===== src/rtl/aclk_pkg.sv =====
package aclk_pkg;

  typedef enum logic [1:0] {
    MODE_POW2 = 2'd0,
    MODE_RATE = 2'd1,
    MODE_RCW  = 2'd2,
    MODE_RSVD = 2'd3
  } bmode_e;

  localparam int RATIO_W = 11;

  // master clocks per frame for each select code
  function automatic logic [RATIO_W-1:0] fs_ratio(input logic [2:0] sel);
    logic [RATIO_W-1:0] r;
    case (sel)
      3'd0:    r = 11'd128;
      3'd1:    r = 11'd192;
      3'd2:    r = 11'd256;
      3'd3:    r = 11'd272;
      3'd4:    r = 11'd384;
      3'd5:    r = 11'd512;
      3'd6:    r = 11'd768;
      default: r = 11'd1536;
    endcase
    return r;
  endfunction

  function automatic logic [5:0] word_len(input logic [1:0] sel);
    logic [5:0] w;
    case (sel)
      2'd0:    w = 6'd16;
      2'd1:    w = 6'd20;
      2'd2:    w = 6'd24;
      default: w = 6'd32;
    endcase
    return w;
  endfunction

endpackage


===== src/rtl/aclk_cfg_calc.sv =====
// Registered decode of the configuration inputs into cycles per bit,
// bits per frame and a validity flag.
module aclk_cfg_calc
  import aclk_pkg::*;
#(
  parameter int CW = 11
) (
  input  logic          clk,
  input  logic          rst,
  input  logic [1:0]    mode,
  input  logic [2:0]    fs_sel,
  input  logic [2:0]    div_log2,
  input  logic          rate_x64,
  input  logic [2:0]    chan_m1,
  input  logic [1:0]    word_sel,
  input  logic          rcw_x2,
  output logic [CW-1:0] cand_div,
  output logic [CW-1:0] cand_bits,
  output logic          cand_err,
  output logic          cand_vld
);

  localparam int PW = 2 * CW;
  localparam logic [2:0] MAX_LOG2 = 3'd4;

  bmode_e        mode_e;
  logic [CW-1:0] fs;
  logic [CW-1:0] div_c;
  logic [CW-1:0] bits_c;
  logic [PW-1:0] prod;
  logic          mode_ok;
  logic          ok;

  assign mode_e = bmode_e'(mode);
  assign fs     = CW'(fs_ratio(fs_sel));

  always_comb begin
    div_c   = '0;
    bits_c  = '0;
    mode_ok = 1'b1;
    case (mode_e)
      MODE_POW2: begin
        mode_ok = (div_log2 <= MAX_LOG2);
        div_c   = CW'(1) << div_log2;
        bits_c  = fs >> div_log2;
      end
      MODE_RATE: begin
        bits_c = rate_x64 ? CW'(64) : CW'(32);
        div_c  = fs / bits_c;
      end
      MODE_RCW: begin
        bits_c = (CW'(chan_m1) + CW'(1)) * CW'(word_len(word_sel))
                 * (rcw_x2 ? CW'(2) : CW'(1));
        div_c  = fs / bits_c;
      end
      default: mode_ok = 1'b0;
    endcase
  end

  assign prod = PW'(div_c) * PW'(bits_c);
  assign ok   = mode_ok && (div_c != '0) && (prod == PW'(fs)) && !bits_c[0];

  always_ff @(posedge clk) begin
    if (rst) begin
      cand_div  <= '0;
      cand_bits <= '0;
      cand_err  <= 1'b0;
      cand_vld  <= 1'b0;
    end else begin
      cand_div  <= div_c;
      cand_bits <= bits_c;
      cand_err  <= !ok;
      cand_vld  <= 1'b1;
    end
  end

endmodule


===== src/rtl/aclk_frame_timer.sv =====
// Bit-phase and bit-count counters; swaps configuration at frame ends and
// registers every output from next-state values.
module aclk_frame_timer #(
  parameter int CW = 11
) (
  input  logic          clk,
  input  logic          rst,
  input  logic [CW-1:0] cand_div,
  input  logic [CW-1:0] cand_bits,
  input  logic          cand_err,
  input  logic          cand_vld,
  output logic          bclk_q,
  output logic          lrclk_q,
  output logic          shift_q,
  output logic          sample_q,
  output logic          frame_q,
  output logic          err_q,
  output logic          pass_q
);

  logic          live, live_n;
  logic          err_n;
  logic [CW-1:0] a_div, a_bits, a_lo, a_half;
  logic [CW-1:0] div_n, bits_n, lo_n, half_n;
  logic [CW-1:0] ph, bc, ph_n, bc_n;
  logic          last_ph, frame_end, load;
  logic          bclk_n, lr_n, shift_n, sample_n, frame_n, pass_n;

  assign last_ph   = (ph == a_div - CW'(1));
  assign frame_end = last_ph && (bc == a_bits - CW'(1));
  assign load      = cand_vld && (!live || frame_end);

  always_comb begin
    live_n = live;
    err_n  = err_q;
    div_n  = a_div;
    bits_n = a_bits;
    lo_n   = a_lo;
    half_n = a_half;
    ph_n   = ph;
    bc_n   = bc;
    if (load) begin
      div_n  = cand_div;
      bits_n = cand_bits;
      lo_n   = (cand_div + CW'(1)) >> 1;
      half_n = cand_bits >> 1;
      err_n  = cand_err;
      live_n = !cand_err;
      ph_n   = '0;
      bc_n   = '0;
    end else if (live) begin
      ph_n = last_ph ? '0 : ph + CW'(1);
      bc_n = frame_end ? '0 : (last_ph ? bc + CW'(1) : bc);
    end
  end

  always_comb begin
    bclk_n   = 1'b0;
    lr_n     = 1'b0;
    shift_n  = 1'b0;
    sample_n = 1'b0;
    frame_n  = 1'b0;
    pass_n   = 1'b0;
    if (live_n) begin
      pass_n   = (div_n == CW'(1));
      bclk_n   = !pass_n && (ph_n >= lo_n);
      shift_n  = (ph_n == '0);
      sample_n = pass_n || (ph_n == lo_n);
      frame_n  = (ph_n == '0) && (bc_n == '0);
      lr_n     = (bc_n >= half_n);
    end
  end

  always_ff @(posedge clk) begin
    if (rst) begin
      live     <= 1'b0;
      err_q    <= 1'b0;
      a_div    <= '0;
      a_bits   <= '0;
      a_lo     <= '0;
      a_half   <= '0;
      ph       <= '0;
      bc       <= '0;
      bclk_q   <= 1'b0;
      lrclk_q  <= 1'b0;
      shift_q  <= 1'b0;
      sample_q <= 1'b0;
      frame_q  <= 1'b0;
      pass_q   <= 1'b0;
    end else begin
      live     <= live_n;
      err_q    <= err_n;
      a_div    <= div_n;
      a_bits   <= bits_n;
      a_lo     <= lo_n;
      a_half   <= half_n;
      ph       <= ph_n;
      bc       <= bc_n;
      bclk_q   <= bclk_n;
      lrclk_q  <= lr_n;
      shift_q  <= shift_n;
      sample_q <= sample_n;
      frame_q  <= frame_n;
      pass_q   <= pass_n;
    end
  end

endmodule


===== src/rtl/aclk_gen.sv =====
module aclk_gen #(
  parameter int CW = 11
) (
  input  logic       clk,
  input  logic       rst,
  input  logic [1:0] cfg_mode,
  input  logic [2:0] cfg_fs_sel,
  input  logic [2:0] cfg_div_log2,
  input  logic       cfg_rate_x64,
  input  logic [2:0] cfg_chan_m1,
  input  logic [1:0] cfg_word_sel,
  input  logic       cfg_rcw_x2,
  output logic       bclk,
  output logic       lrclk,
  output logic       shift_stb,
  output logic       sample_stb,
  output logic       frame_stb,
  output logic       cfg_err
);

  logic [CW-1:0] cand_div, cand_bits;
  logic          cand_err, cand_vld;
  logic          bclk_q, pass_q;

  aclk_cfg_calc #(.CW(CW)) u_cfg (
    .clk       (clk),
    .rst       (rst),
    .mode      (cfg_mode),
    .fs_sel    (cfg_fs_sel),
    .div_log2  (cfg_div_log2),
    .rate_x64  (cfg_rate_x64),
    .chan_m1   (cfg_chan_m1),
    .word_sel  (cfg_word_sel),
    .rcw_x2    (cfg_rcw_x2),
    .cand_div  (cand_div),
    .cand_bits (cand_bits),
    .cand_err  (cand_err),
    .cand_vld  (cand_vld)
  );

  aclk_frame_timer #(.CW(CW)) u_tmr (
    .clk       (clk),
    .rst       (rst),
    .cand_div  (cand_div),
    .cand_bits (cand_bits),
    .cand_err  (cand_err),
    .cand_vld  (cand_vld),
    .bclk_q    (bclk_q),
    .lrclk_q   (lrclk),
    .shift_q   (shift_stb),
    .sample_q  (sample_stb),
    .frame_q   (frame_stb),
    .err_q     (cfg_err),
    .pass_q    (pass_q)
  );

  // divide-by-one: the master clock itself is the bit clock
  assign bclk = pass_q ? clk : bclk_q;

endmodule


===== config.mk =====
export PLATFORM = sky130hd
export DESIGN_NAME = aclk_gen
export DESIGN_NICKNAME = d
export VERILOG_FILES = /design/src/rtl/aclk_pkg.sv /design/src/rtl/aclk_cfg_calc.sv /design/src/rtl/aclk_frame_timer.sv /design/src/rtl/aclk_gen.sv
export SDC_FILE = /design/constraint.sdc
export NUM_CORES = 1
export LEC_CHECK = 0
export BUFFER_PORTS_ARGS = -buffer_cell sky130_fd_sc_hd__clkbuf_2
export CAP_MARGIN = 0
export CELL_PAD_IN_SITES_DETAIL_PLACEMENT = 1
export CELL_PAD_IN_SITES_GLOBAL_PLACEMENT = 1
export CORE_MARGIN = 3
export CORE_UTILIZATION = 53
export CTS_CLUSTER_DIAMETER = 150
export DETAILED_ROUTE_END_ITERATION = 7
export PLACE_DENSITY_LB_ADDON = 0.1
export SYNTH_ARGS = -nofsm -noshare
export SYNTH_HDL_FRONTEND = slang
export SYNTH_SLANG_ARGS = --single-unit

===== constraint.sdc =====
create_clock -name clk -period 65.2 [get_ports clk]
set_input_delay 6.52 -clock clk [delete_from_list [all_inputs] [get_ports clk]]
set_output_delay 6.52 -clock clk [all_outputs]
set_load 0.02 [all_outputs]

==> results_tabular.tex <==
\begin{tabular}{lr}
\hline
Metric & Value \\
\hline
\multicolumn{2}{l}{\textbf{Run status}} \\
Status & completed \\
\multicolumn{2}{l}{\textbf{Finish}} \\
Most frequent standard cell in the layout excluding fill and tap cells & nor2\_1 \\
Total inserted antenna cells & 0 \\
Fraction of final layout cells sized beyond drive strength 1 & 5.82\% \\
Final layout net count & 1828 \\
Area growth, synth to finish & 5.44\% \\
Most used cells in the layout excluding fill and tap cells & nor2\_1 (191), nand2\_1 (172), ha\_1 (150), inv\_1 (133), dfxtp\_1 (98) \\
\multicolumn{2}{l}{\textbf{Clocking}} \\
Clock latency on the worst-skew pair & 0.46 ns \\
Post-CTS Setup Inserts & 0 \\
TritonCTS clock tree & done \\
\# hold bufs at CTS & 0 \\
CTS clock-pin slew for the worst setup and hold paths & 0.06 ns \\
Post-cts sizing count & 0 \\
\multicolumn{2}{l}{\textbf{Synthesis}} \\
Net count of the mapped netlist & 1847 \\
Fraction of registers with async set or reset after synthesis & 0\% \\
Number of distinct library cell variants in the gate-level netlist after synthesis & 86 \\
Main synth FF type & dfxtp\_1 \\
Post-synthesis cell area & 12600 µm² \\
Share of the yosys chip area belonging to registers & 15.6\% \\
Synth Register Bits & 98 \\
Mapped Avg Cell Area & 7.87 µm² \\
Synthesized netlist cell count & 1595 \\
Synthesis warning total & 0 \\
EDFF count, synth & 0 \\
\multicolumn{2}{l}{\textbf{Routing}} \\
Number of nets with antenna violations after routing & 0 \\
Highest Signal Layer & met4 \\
Residual DRC count & 0 \\
Mean routed wirelength per cell & 19.5 µm \\
Met2 wirelength from detailed routing & 18.5 mm \\
Via count & 11400 \\
Routed length on met1 & 15.9 mm \\
Wire length after detailed routing & 37.0 mm \\
Via density & 6.03 \\
Met3 wire length & 1.22 mm \\
Violation count after the first detailed-routing iteration & 742 \\
Number of search-and-repair iterations in the first detailed-routing pass & 5 \\
\multicolumn{2}{l}{\textbf{Pwr}} \\
Proportion of total power due to net switching & 49.9\% \\
Fraction of power consumed by the clock network & 10.3\% \\
Power density over the cells & 45.5 nW/µm² \\
Cell-internal power & 0.301 mW \\
Share of power burned in combinational logic & 78.6\% \\
Proportion of power drawn by flip-flops and latches & 11.1\% \\
Switching component of the power & 0.301 mW \\
Reported leakage power & 5.60 nW \\
Worst IR drop on VDD & 66.2 µV \\
\multicolumn{2}{l}{\textbf{Global route}} \\
Initial antenna violation count & 0 \\
Maximum number of pins on one net before global-route repair & 79 \\
Vias in the first global route & 12000 \\
First-pass GRT wire length & 61.3 mm \\
Tot GR Track Use & 29.2\% \\
Total congestion overflow & 0 \\
\multicolumn{2}{l}{\textbf{Timing}} \\
Number of endpoints failing setup at the final stage & 0 \\
Final count of hold timing violations & 0 \\
Final Max Tran Viols & 0 \\
Unrepaired setup endpoints after global routing & false \\
Setup ws final & 25.42 ns \\
Headroom to the max-slew limit & 15.3\% \\
Setup TNS & 0 ns \\
Actual slew at the worst max-slew pin & 1.26 ns \\
Final clock skew & 0.0111 ns \\
\multicolumn{2}{l}{\textbf{Floorplan}} \\
Overall die area & 25600 µm² \\
Std-Cell Rows & 55 \\
Placeable core area & 23000 µm² \\
Chip Width & 160 µm \\
I/O pin count & 23 \\
Effective utilization at floorplan & 54.6\% \\
Die span in y & 160 µm \\
\multicolumn{2}{l}{\textbf{Place}} \\
Half-perimeter wire length after placement & 29.1 mm \\
Placer congestion estimate & 0.930 \\
Place WS & 25.69 ns \\
Port bufs & 22 \\
\multicolumn{2}{l}{\textbf{Critical path}} \\
Reg-to-Reg Start & u\_tmr.a\_div[0]\$\_SDFF\_PP0\_ \\
Worst-case reg-to-reg path depth & 22 \\
Required time of the critical path & 58.68 ns \\
Crit-path slowest cell & mux2\_2 \\
Critical path's most frequent cell & clkbuf\_16 \\
Worst-path maximum fanout & 2 \\
Worst reg2reg endpoint & u\_tmr.lrclk\_q\$\_SDFF\_PP0\_ \\
Element type at the critical path start & clock port \\
Worst-path cell chain & clkbuf\_16 > clkbuf\_16 > mux2\_2 > clkbuf\_2 \\
Signal arrival time at the worst endpoint & 33.27 ns \\
Critical Path Start & clk \\
Delay of the slowest cell on the worst path & 0.26 ns \\
Setup slack of the worst register-to-register path & 59.65 ns \\
Type of the worst setup path & clock port to output pin \\
Sort of element at the end of the critical path & output pin \\
\multicolumn{2}{l}{\textbf{Min path}} \\
Min-delay src & u\_tmr.a\_half[10]\$\_SDFF\_PP0\_ \\
Capture endpoint of the worst hold path & u\_tmr.a\_half[10]\$\_SDFF\_PP0\_ \\
Worst hold path depth & 2 \\
Hold Path Class & flop to flop \\
\multicolumn{2}{l}{\textbf{Run}} \\
Count of max-cap constraint violations & 0 \\
\hline
\end{tabular}
## stage by stage
| step | instances | cell area (µm²) | util (%) | hold slack, ns | power, mW |
|---|---|---|---|---|---|
| 4_1_cts | 1894 | 13200 | 57.6 | 0.452 | 0.598 |
| 5_1_grt | 1894 | 13200 | 57.6 | 0.465 | 0.669 |
| 6_report | 1894 | 13200 | 57.6 | 0.447 | 0.602 |
| 3_3_place_gp | 1875 | 12900 | 56.0 | 0.437 | 0.509 |
| 2_1_floorplan | 1595 | 12600 | - | 0.417 | 0.419 |
| 3_5_place_dp | 1875 | 12900 | 56.0 | 0.446 | 0.531 |
## sequential cells by signal (all words and copies together), names as in the netlist, 11 cells and up
name	count
u_tmr.bc	11
u_tmr.a_lo	11
u_tmr.a_half	11
u_tmr.ph	11
u_cfg.cand_bits	11
u_tmr.a_div	11
u_tmr.a_bits	11
u_cfg.cand_div	11
## kinds of logic (layout without fill, tap and decap cells)
kind of cell             after synthesis  in the layout  share of synthesized area, %
flip-flops                            98             98                          15.6
adder cells (fa/ha/maj)              236            236                          28.6
buffers and inverters                201            187                          6.17
XOR/XNOR                             100            100                          6.98
AND/OR/NAND/NOR                      628            628                          24.2
AO/OA/AOI/OAI                        294            294                          15.3
other                                  1              1                        0.0299
multiplexers                          37             37                          3.09
## power groups by stage
stage | clock, mW | sequential [mW] | combinational (mW)
2_1_floorplan | 0.000415 | 0.0670 | 0.351
4_1_cts | 0.0630 | 0.0665 | 0.468
3_5_place_dp | 0.000546 | 0.0678 | 0.463
5_1_grt | 0.0656 | 0.0670 | 0.537
6_report | 0.0621 | 0.0666 | 0.473
3_3_place_gp | 0.000546 | 0.0676 | 0.440
## layer usage
| layer | up-vias | GRT usage, % |
|---|---|---|
| met5 | - | 0 |
| met2 | 237 | 51.8 |
| li1 | 5435 | - |
| met3 | 82 | 2.80 |
| met1 | 5664 | 36.6 |
| met4 | 0 | 11.1 |
## cells in the mapped netlist (all sizes together), types with 13 or more instances
cell type,number,area [µm²]
a21o,17,128
a21oi,90,450
a31oi,13,81.3
and2,23,144
clkbuf,58,218
dfxtp,98,1960
fa,85,1700
ha,150,1880
inv,134,503
mux2,14,158
mux2i,23,230
nand2,173,649
nand2b,36,225
nand3,26,130
nand4,23,144
nor2,191,717
nor2b,23,144
nor3,51,272
o21a,21,158
o21ai,61,309
xnor2,63,552
xor2,37,324
## critical path: cells and delay by family
family / cells / cell delay (ns)
buffers and inverters: 3 / 0.40
muxes: 1 / 0.26
## worst max path at each step
stage / cells after the start / slack, ns / to
global placement: 2 / 25.69 / bclk
detailed placement: 2 / 25.69 / bclk
floorplan: 1 / 25.77 / bclk
global route: 4 / 25.40 / bclk
finish: 4 / 25.42 / bclk
CTS: 4 / 25.40 / bclk
## area by class of cell
cell class,count,area (µm²)
clock buffer,15,313
clock inverter,5,55.1
fill,2919,9750
inverter,135,507
multi-input combinational,1296,9820
sequential,98,1960
tap,313,392
timing repair buffer,32,188
No activity file was read; power rests on OpenSTA's default activity.
